==> src/rtl/sb_pkg.sv <==
package sb_pkg;
    localparam int MSG_BITS_D = 144;
    localparam int PRNG_W_D   = 25;
    localparam int COEF_W_D   = 16;
    localparam int N_COEF_D   = 18;

    typedef enum logic [1:0] {
        ST_IDLE  = 2'd0,
        ST_SEED  = 2'd1,
        ST_SCAN  = 2'd2,
        ST_DRAIN = 2'd3
    } sb_state_e;
endpackage

==> src/rtl/sb_attempt_ctr.sv <==
module sb_attempt_ctr #(
    parameter int W = 25
) (
    input  logic         clk,
    input  logic         rst_n,
    input  logic         clr,
    input  logic         inc,
    output logic [W-1:0] value
);
    always_ff @(posedge clk or negedge rst_n) begin
        if (!rst_n) begin
            value <= '0;
        end else if (clr) begin
            value <= '0;
        end else if (inc) begin
            value <= value + 1'b1;
        end
    end

    // clear has priority and takes effect on the next edge
    a_r1_clear: assert property (@(posedge clk) disable iff (!rst_n)
        clr |=> (value == '0));
    // a lone increment steps by exactly one
    a_r1_step: assert property (@(posedge clk) disable iff (!rst_n)
        (inc && !clr) |=> (value == $past(value) + 1'b1));
endmodule

==> src/rtl/sb_lfsr.sv <==
module sb_lfsr #(
    parameter int W       = 25,
    parameter int TAP     = 3,
    parameter int SEED_OR = 1
) (
    input  logic         clk,
    input  logic         rst_n,
    input  logic         load,
    input  logic [W-1:0] seed,
    input  logic         step,
    output logic         out_bit
);
    localparam logic [W-1:0] FORCE = W'(SEED_OR);

    logic [W-1:0] state;
    logic         fb;

    always_comb begin
        fb      = state[0] ^ state[TAP];
        out_bit = state[0];
    end

    always_ff @(posedge clk or negedge rst_n) begin
        if (!rst_n) begin
            state <= FORCE;
        end else if (load) begin
            state <= seed | FORCE;
        end else if (step) begin
            state <= {fb, state[W-1:1]};
        end
    end

    // a freshly loaded seed is never all zeros
    a_r2_seed_nonzero: assert property (@(posedge clk) disable iff (!rst_n)
        load |=> (state != '0));
    // a nonzero register stays nonzero while it steps
    a_r3_never_zero: assert property (@(posedge clk) disable iff (!rst_n)
        (state != '0) |=> (state != '0));
endmodule

==> src/rtl/sb_accum.sv <==
module sb_accum #(
    parameter int N_COEF = 18,
    parameter int COEF_W = 16,
    localparam int ROW_W = N_COEF * COEF_W
) (
    input  logic             clk,
    input  logic             rst_n,
    input  logic             clear,
    input  logic             add,
    input  logic [ROW_W-1:0] row,
    output logic [ROW_W-1:0] syn
);
    for (genvar k = 0; k < N_COEF; k++) begin : g_lane
        logic [COEF_W-1:0] coef;

        always_ff @(posedge clk or negedge rst_n) begin
            if (!rst_n) begin
                coef <= '0;
            end else if (clear) begin
                coef <= '0;
            end else if (add) begin
                coef <= coef ^ row[k*COEF_W +: COEF_W];
            end
        end

        assign syn[k*COEF_W +: COEF_W] = coef;
    end

    // with no clear and no add the syndrome holds
    a_r6_hold: assert property (@(posedge clk) disable iff (!rst_n)
        (!clear && !add) |=> $stable(syn));
    // clearing leaves every coefficient zero
    a_r2_cleared: assert property (@(posedge clk) disable iff (!rst_n)
        clear |=> (syn == '0));
endmodule

==> src/rtl/sb_ctrl.sv <==
module sb_ctrl
    import sb_pkg::*;
#(
    parameter int STEPS = 144,
    localparam int IDX_W = $clog2(STEPS)
) (
    input  logic             clk,
    input  logic             rst_n,
    input  logic             start,
    output logic             seed_load,
    output logic             acc_clear,
    output logic             scan,
    output logic [IDX_W-1:0] idx,
    output logic             done
);
    localparam logic [IDX_W-1:0] LAST_IDX = IDX_W'(STEPS - 1);

    sb_state_e state, state_nx;
    logic      at_last;

    assign at_last = (idx == LAST_IDX);

    // state register
    always_ff @(posedge clk or negedge rst_n) begin
        if (!rst_n) begin
            state <= ST_IDLE;
        end else begin
            state <= state_nx;
        end
    end

    // next state
    always_comb begin
        state_nx = state;
        unique case (state)
            ST_IDLE:  if (start) state_nx = ST_SEED;     // T_GO
            ST_SEED:  state_nx = ST_SCAN;                // T_ARM
            ST_SCAN:  if (at_last) state_nx = ST_DRAIN;  // T_LAST
            ST_DRAIN: state_nx = ST_IDLE;                // T_FIN
            default:  state_nx = ST_IDLE;
        endcase
    end

    // outputs
    always_comb begin
        seed_load = 1'b0;
        acc_clear = 1'b0;
        scan      = 1'b0;
        unique case (state)
            ST_IDLE:  ;
            ST_SEED:  begin seed_load = 1'b1; acc_clear = 1'b1; end
            ST_SCAN:  scan = 1'b1;
            ST_DRAIN: ;
            default:  ;
        endcase
    end

    always_ff @(posedge clk or negedge rst_n) begin
        if (!rst_n) begin
            idx  <= '0;
            done <= 1'b0;
        end else begin
            done <= (state == ST_DRAIN);
            if (state == ST_SEED) begin
                idx <= '0;
            end else if (scan && !at_last) begin
                idx <= idx + 1'b1;
            end
        end
    end

    // consecutive reads walk the rows upward by one
    a_r5_addr_step: assert property (@(posedge clk) disable iff (!rst_n)
        (scan && $past(scan)) |-> (idx == $past(idx) + 1'b1));
    // a read window opens at row zero
    a_r5_first_row: assert property (@(posedge clk) disable iff (!rst_n)
        $rose(scan) |-> (idx == '0));
    // no address beyond the last row
    a_r5_addr_range: assert property (@(posedge clk) disable iff (!rst_n)
        scan |-> (idx <= LAST_IDX));
    // done lasts a single cycle
    a_r7_done_pulse: assert property (@(posedge clk) disable iff (!rst_n)
        done |=> !done);
    // a start during scanning does not reseed
    a_r8_start_ignored: assert property (@(posedge clk) disable iff (!rst_n)
        (scan && start) |=> !seed_load);
endmodule

==> src/rtl/syndrome_builder.sv <==
module syndrome_builder
    import sb_pkg::*;
#(
    parameter int MSG_BITS = MSG_BITS_D,
    parameter int PRNG_W   = PRNG_W_D,
    parameter int PRNG_TAP = 3,
    parameter int COEF_W   = COEF_W_D,
    parameter int N_COEF   = N_COEF_D,
    localparam int ROW_W   = N_COEF * COEF_W,
    localparam int IDX_W   = $clog2(MSG_BITS)
) (
    input  logic                clk,
    input  logic                rst_n,
    input  logic                cnt_clr,
    input  logic                cnt_inc,
    input  logic                start,
    input  logic [MSG_BITS-1:0] msg,
    output logic                rd_en,
    output logic [IDX_W-1:0]    rd_addr,
    input  logic [ROW_W-1:0]    rd_data,
    output logic [ROW_W-1:0]    syn,
    output logic                done,
    output logic [PRNG_W-1:0]   attempt
);
    logic seed_load;
    logic acc_clear;
    logic scan;
    logic prng_bit;
    logic gate_d;

    sb_attempt_ctr #(.W(PRNG_W)) u_ctr (
        .clk   (clk),
        .rst_n (rst_n),
        .clr   (cnt_clr),
        .inc   (cnt_inc),
        .value (attempt)
    );

    sb_ctrl #(.STEPS(MSG_BITS)) u_ctrl (
        .clk       (clk),
        .rst_n     (rst_n),
        .start     (start),
        .seed_load (seed_load),
        .acc_clear (acc_clear),
        .scan      (scan),
        .idx       (rd_addr),
        .done      (done)
    );

    sb_lfsr #(.W(PRNG_W), .TAP(PRNG_TAP), .SEED_OR(1)) u_prng (
        .clk     (clk),
        .rst_n   (rst_n),
        .load    (seed_load),
        .seed    (attempt),
        .step    (scan),
        .out_bit (prng_bit)
    );

    // gate bit travels one cycle to meet the row read
    always_ff @(posedge clk or negedge rst_n) begin
        if (!rst_n) begin
            gate_d <= 1'b0;
        end else begin
            gate_d <= scan && (msg[rd_addr] ^ prng_bit);
        end
    end

    sb_accum #(.N_COEF(N_COEF), .COEF_W(COEF_W)) u_acc (
        .clk   (clk),
        .rst_n (rst_n),
        .clear (acc_clear),
        .add   (gate_d),
        .row   (rd_data),
        .syn   (syn)
    );

    assign rd_en = scan;

    // a row is only added in the cycle after it was read
    a_r4_add_follows_read: assert property (@(posedge clk) disable iff (!rst_n)
        gate_d |-> $past(rd_en));
    // done follows a read window that has just closed
    a_r7_done_after_reads: assert property (@(posedge clk) disable iff (!rst_n)
        done |-> (!rd_en && $past(rd_en, 2)));
endmodule

==> config.mk <==
export PLATFORM = sky130hd
export DESIGN_NAME = syndrome_builder
export DESIGN_NICKNAME = d
export VERILOG_FILES = /design/src/rtl/sb_pkg.sv /design/src/rtl/sb_attempt_ctr.sv /design/src/rtl/sb_lfsr.sv /design/src/rtl/sb_accum.sv /design/src/rtl/sb_ctrl.sv /design/src/rtl/syndrome_builder.sv
export SDC_FILE = /design/constraint.sdc
export NUM_CORES = 1
export LEC_CHECK = 0
export BUFFER_PORTS_ARGS = -buffer_cell sky130_fd_sc_hd__buf_2
export CORE_AREA = 2 2 295 297
export CTS_CLUSTER_DIAMETER = 60
export DETAILED_ROUTE_END_ITERATION = 7
export DIE_AREA = 0 0 297 299
export PLACE_DENSITY_LB_ADDON = 0.1
export SLEW_MARGIN = 10
export SYNTH_ARGS = -nofsm -noshare
export SYNTH_HDL_FRONTEND = slang
export SYNTH_SLANG_ARGS = --single-unit
==> constraint.sdc <==
create_clock -name clk -period 3.05 [get_ports clk]
set_clock_uncertainty 0.2 [all_clocks]
set_input_delay 0.1525 -clock clk [delete_from_list [all_inputs] [get_ports clk]]
set_output_delay 0.1525 -clock clk [all_outputs]
set_load 0.02 [all_outputs]
## Yosys cells after proc, flatten, opt, wreduce, memory -nomap -nowiden

Index checks and enable logic that the tools add are counted.

- Output and inout port bits: 323
- Bits in registers: 350
- Input port bits: 437
- Logic and storage cells: 111

- Magnitude comparators: 1
- Eq/ne operators: 6
- Reductions and logical operators: 9
- Add/sub/neg operators: 2
- Muxes and demuxes: 49
- Bitwise gates (word level): 20

Operators with widths:

| cell | number |
|---|---|
| 16-bit two-way mux | 36 |
| 16-bit XOR | 18 |
| 25-bit two-way mux | 4 |
| 25-bit by 1-bit adder with 25-bit output, second input constant | 1 |
| 8-bit two-way mux | 2 |
| 8-bit by 9-bit less-than comparator with 1-bit output, second input constant | 1 |
| 8-bit by 1-bit adder with 8-bit output, second input constant | 1 |
| 1-bit binary-select mux with 8-bit select | 1 |
| 8-bit == test, second input constant | 1 |
| 2-bit one-hot mux with 4 select lines | 1 |
| 2-bit nonzero test | 4 |
| 2-bit == test, second input constant | 2 |
| 2-bit two-way mux | 2 |
| 1-bit two-way mux | 3 |
| 2-bit by 1-bit == test with 1-bit output, second input constant | 1 |
| 1-bit logical AND | 2 |
| 2-bit logical NOT | 1 |
| 2-bit by 1-bit inequality test with 1-bit output, second input constant | 1 |
| 2-bit inequality test, second input constant | 1 |
| 2-bit AND reduction | 1 |
| 1-bit XOR | 2 |
| 1-bit logical NOT | 1 |

## Longest topological paths before layout

- Word-level depth: 5
- Gate-level depth with buffers: 10
- Gate-level depth less buffers: 8

## Hierarchy

Synthesis repeated with hierarchy kept, for this count alone.

- Cells, all modules: 1670
- Area, all modules: 18823.1 sq um

By module, submodules not included:

| module | sequential area each (sq um) | cells an instance | area each (sq um) | times used |
|---|---|---|---|---|
| sb_accum | 7206.9 | 1248 | 14360.0 | 1 |
| syndrome_builder | 25.0 | 129 | 1412.6 | 1 |
| sb_attempt_ctr | 625.6 | 129 | 1266.2 | 1 |
| sb_lfsr | 626.9 | 109 | 1192.4 | 1 |
| sb_ctrl | 275.3 | 55 | 591.8 | 1 |

## Worst setup path after synthesis

Ideal clock, no wire load.

- Path type: register to register
- Start point: register u_ctrl.idx[0]
- End point: register gate_d
- Stages on the path, launching flop included: 7
- Setup slack: 561 ps
- Clock period less this slack: 2489 ps
- Data required time: 2770 ps
- Data arrival time: 2209 ps
- Path buffers: 1
- Cells stage by stage: dfrtp_1 -> buf_6 -> mux4_1 -> mux4_2 -> and3_1 -> o31a_1 -> o211ai_2

- Cells in the longest elaborated chain, start to end: 4

RTL lines:

| item | RTL line | RTL |
|---|---|---|
| from (decl) | sb_ctrl.sv:13 | `output logic [IDX_W-1:0] idx,` |
| from (signal assigned) | sb_ctrl.sv:67 | `idx <= idx + 1'b1;` |
| 1-bit binary-select mux with 8-bit select | syndrome_builder.sv:64 | `gate_d <= scan && (msg[rd_addr] ^ prng_bit);` |
| 1-bit two-way mux (not written as such) | syndrome_builder.sv:64 |  |
| 1-bit XOR | syndrome_builder.sv:64 |  |
| 1-bit logical AND | syndrome_builder.sv:64 |  |
| to (signal assigned) | syndrome_builder.sv:64 |  |
| to (decl) | syndrome_builder.sv:29 | `logic gate_d;` |

Every way passes these cells. The select of a mux whose other input is x is not followed.
A chain may end at the register's enable or synchronous reset.

## Worst setup path after layout

- Start point: register u_ctrl.idx[1]
- End point: register gate_d

Same word-level chain as after synthesis.

==> results.yml <==
clocking:
  cts_hold_buf: 295
  postCtsSetupRepairBufs: 0
  cts-root-buf: "clkbuf_16"
  cts_tree: "done"
  h-tree-depth: 2
  worstSkewPairLatency_ps: 590
  cts_buffers: 54
  clk_pin_slew_ps: 50
  clock_path_buffers: 3
  cts_sinks: 350
  cts-resized-gates: 0
floorplan:
  rows: 108
  dieArea_um2: 88800
  ios: 760
  die_h_um: 299
  core-area_um2: 85900
  start_util_pct: 19.1
  die-width_um: 297
routing:
  drt-met1-wl_um: 27800
  antenna_left: 0
  first_pass_iters: 4
  drt-initial-drc-count: 580
  viasPerCell: 3.91
  via_count: 15200
  dr_wl_met2_um: 32200
  highest_layer: "met4"
  wl_um: 66000
  drt-wirelength-per-cell_um: 17.0
  met3WireLength_um: 3880
  route.detailed.drc: 0
global_route:
  antenna_found_initial: 5
  grt_pass1_wl_um: 99900
  grt-ovfl-total: 0
  grt_pass1_vias: 16300
  grt_max_degree: 101
  gr-usage-all-layers_pct: 14.4
finish:
  area_delta_synth_final_pct: 62.3
  final_util_pct: 31.0
  final_layout_size_suffix_gt1_share_pct: 33.9
  fin_nets: 3126
  n_fill_cell: 9139
setup_path:
  crit_type: "reg2reg"
  reg2reg_slack_ps: 260
  startpoint_type: "register"
  endpoint_kind: "register"
  worstRegToRegCells: 7
  rr_startpoint: "u_ctrl.idx[1]$_DFFE_PN0P_"
  required_ps: 3360
  r2r_end: "gate_d$_DFF_PN0_"
  crit_arrival_ps: 3100
  cp_max_fo: 21
status:
  status: "complete, no violations"
synthesis:
  syn-num-nets: 2067
  netlist_area_um2: 16400
  syn_inst: 1624
  ys_types: 46
  synth.avg_cell_area_um2: 10.1
  synthArstFlopShare_pct: 100
  ys_ff_latch: 350
  synth_seq_area_share_pct: 53.3
  yosysWarnings: 0
  synth_ff_type: "dfrtp_1"
  synth_edf_count: 0
sta:
  tns_ps: 0
  timing.final.crit_share_pct: 91.6
  rsz0062_at_grt: "no"
  slew_headroom_pct: 44.3
  setup_violations: 0
  max_freq_mhz: 358
  min_period_ps: 2790
  hold_viol: 0
  slew_viol_final: 0
  worst_slew_pin_slew_ps: 814
min_path:
  min_to: "gate_d$_DFF_PN0_"
  min_from: "msg[96]"
  holdPathStages: 7
  min_path_type: "in2reg"
flow_run:
  drv_cap: 0
pwr:
  p_leak_nw: 13.3
  ir_drop_mv: 0.371
  powerDensity_nw_per_um2: 854
place:
  routabilityCongestion: 0.893
  port_buffers: 759
  post-dp-hpwl_um: 48500
==> logic make-up after synthesis <==
logic type	Yosys count	synth area share [%]
simple gates	710	17.1
flops	350	53.3
xor+xnor	315	16.8
buf+inv	103	2.72
mux	74	7.10
compound gates	66	2.53
fa+ha+maj	6	0.457
==> through the flow <==
| step | cell area (um^2) | total power [mW] | std cells | setup WS, ps | hold slack (ps) |
|---|---|---|---|---|---|
| 2_1_floorplan | 16400 | 12.8 | 1624 | 561 | -343 |
| 5_1_grt | 26700 | 24.3 | 3885 | 48.5 | 149 |
| 4_1_cts | 26600 | 23.2 | 3882 | 186 | 62.7 |
| 3_5_place_dp | 21800 | 16.1 | 3487 | 188 | 42.5 |
| 6_report | 26700 | 22.8 | 3886 | 257 | 105 |
| 3_3_place_gp | 21800 | 16.0 | 3487 | 238 | 42.3 |
==> state kept, by name, summed over array words and instances (netlist names) <==
name	count
u_prng.state	25
u_ctrl.state	2
u_ctrl.idx	8
u_ctr.value	25
u_ctrl.done	1
gate_d	1
u_acc.g_lane.coef	288
==> area by class of cell <==
class / count / area [um^2] / share of cell area [%]
sequential: 350 / 8760 / 32.9
inverter: 10 / 37.5 / 0.141
tap: 1155 / 1450 / 5.42
clock buffer: 71 / 1500 / 5.61
clock inverter: 29 / 415 / 1.56
multi-input combinational: 1171 / 7230 / 27.1
antenna: 4 / 10.0 / 0.0376
timing repair buffer: 1096 / 7250 / 27.2
==> worst max-delay path, stage by stage, from the launching register on <==
cell,delay (ps)
dfrtp_1,860
buf_4,340
mux4_2,330
o2111ai_1,200
o2111a_1,210
nand4_1,150
a311o_1,360
o211ai_2,60
==> cell usage after synthesis, drive strengths merged, types with 13 or more instances <==
cell    number  area share [%]
nand2      303             6.9
xnor2       13            0.69
mux2i       37             2.3
a21oi       33             1.0
dfrtp      349              53
nor2       349             8.0
mux4        30             4.4
nand3       13            0.40
clkbuf      76             1.7
buf         17            0.75
xor2       302              16
==> power by group <==
part	total, mW	internal (mW)	switching, mW
Sequential	7.27	6.14	1.12
Combinational	8.88	3.45	5.43
Clock	6.63	4.22	2.40
Total	22.8	13.8	8.95
==> cell usage in the layout, fill, tap and decap left out, types with 5 or more instances in the layout <==
master and n:
a21oi_1 33, and3_1 6, buf_12 14, buf_2 758
buf_4 29, bufinv_16 9, clkbuf_1 10, clkbuf_16 55
clkbuf_8 6, clkinv_2 8, clkinv_4 5, dfrtp_1 347
dlygate4sd3_1 294, inv_1 10, mux2_2 7, mux2i_1 37
mux4_1 11, mux4_2 19, nand2_1 303, nand3_1 13
nand4_1 10, nor2_1 349, nor3_1 5, o21ai_0 9
or3_1 6, xnor2_1 13, xor2_1 302
==> worst max-delay path by stage <==
stage	cells past startpoint	from	endpoint
4_1_cts	7	u_ctrl.idx[1]$_DFFE_PN0P_	gate_d$_DFF_PN0_
6_report	7	u_ctrl.idx[1]$_DFFE_PN0P_	gate_d$_DFF_PN0_
3_5_place_dp	7	u_ctrl.idx[1]$_DFFE_PN0P_	gate_d$_DFF_PN0_
2_1_floorplan	6	u_ctrl.idx[0]$_DFFE_PN0P_	gate_d$_DFF_PN0_
3_3_place_gp	7	u_ctrl.idx[1]$_DFFE_PN0P_	gate_d$_DFF_PN0_
5_1_grt	7	u_ctrl.idx[1]$_DFFE_PN0P_	gate_d$_DFF_PN0_
==> per-layer routing <==
metal  global-route usage [%]  vias to the layer above
met5                        0                        -
li1                         -                     7300
met2                     24.4                      446
met3                     3.66                      121
met1                     17.8                     7339
met4                     4.79                        0
Power figures use the tool's default switching activity.
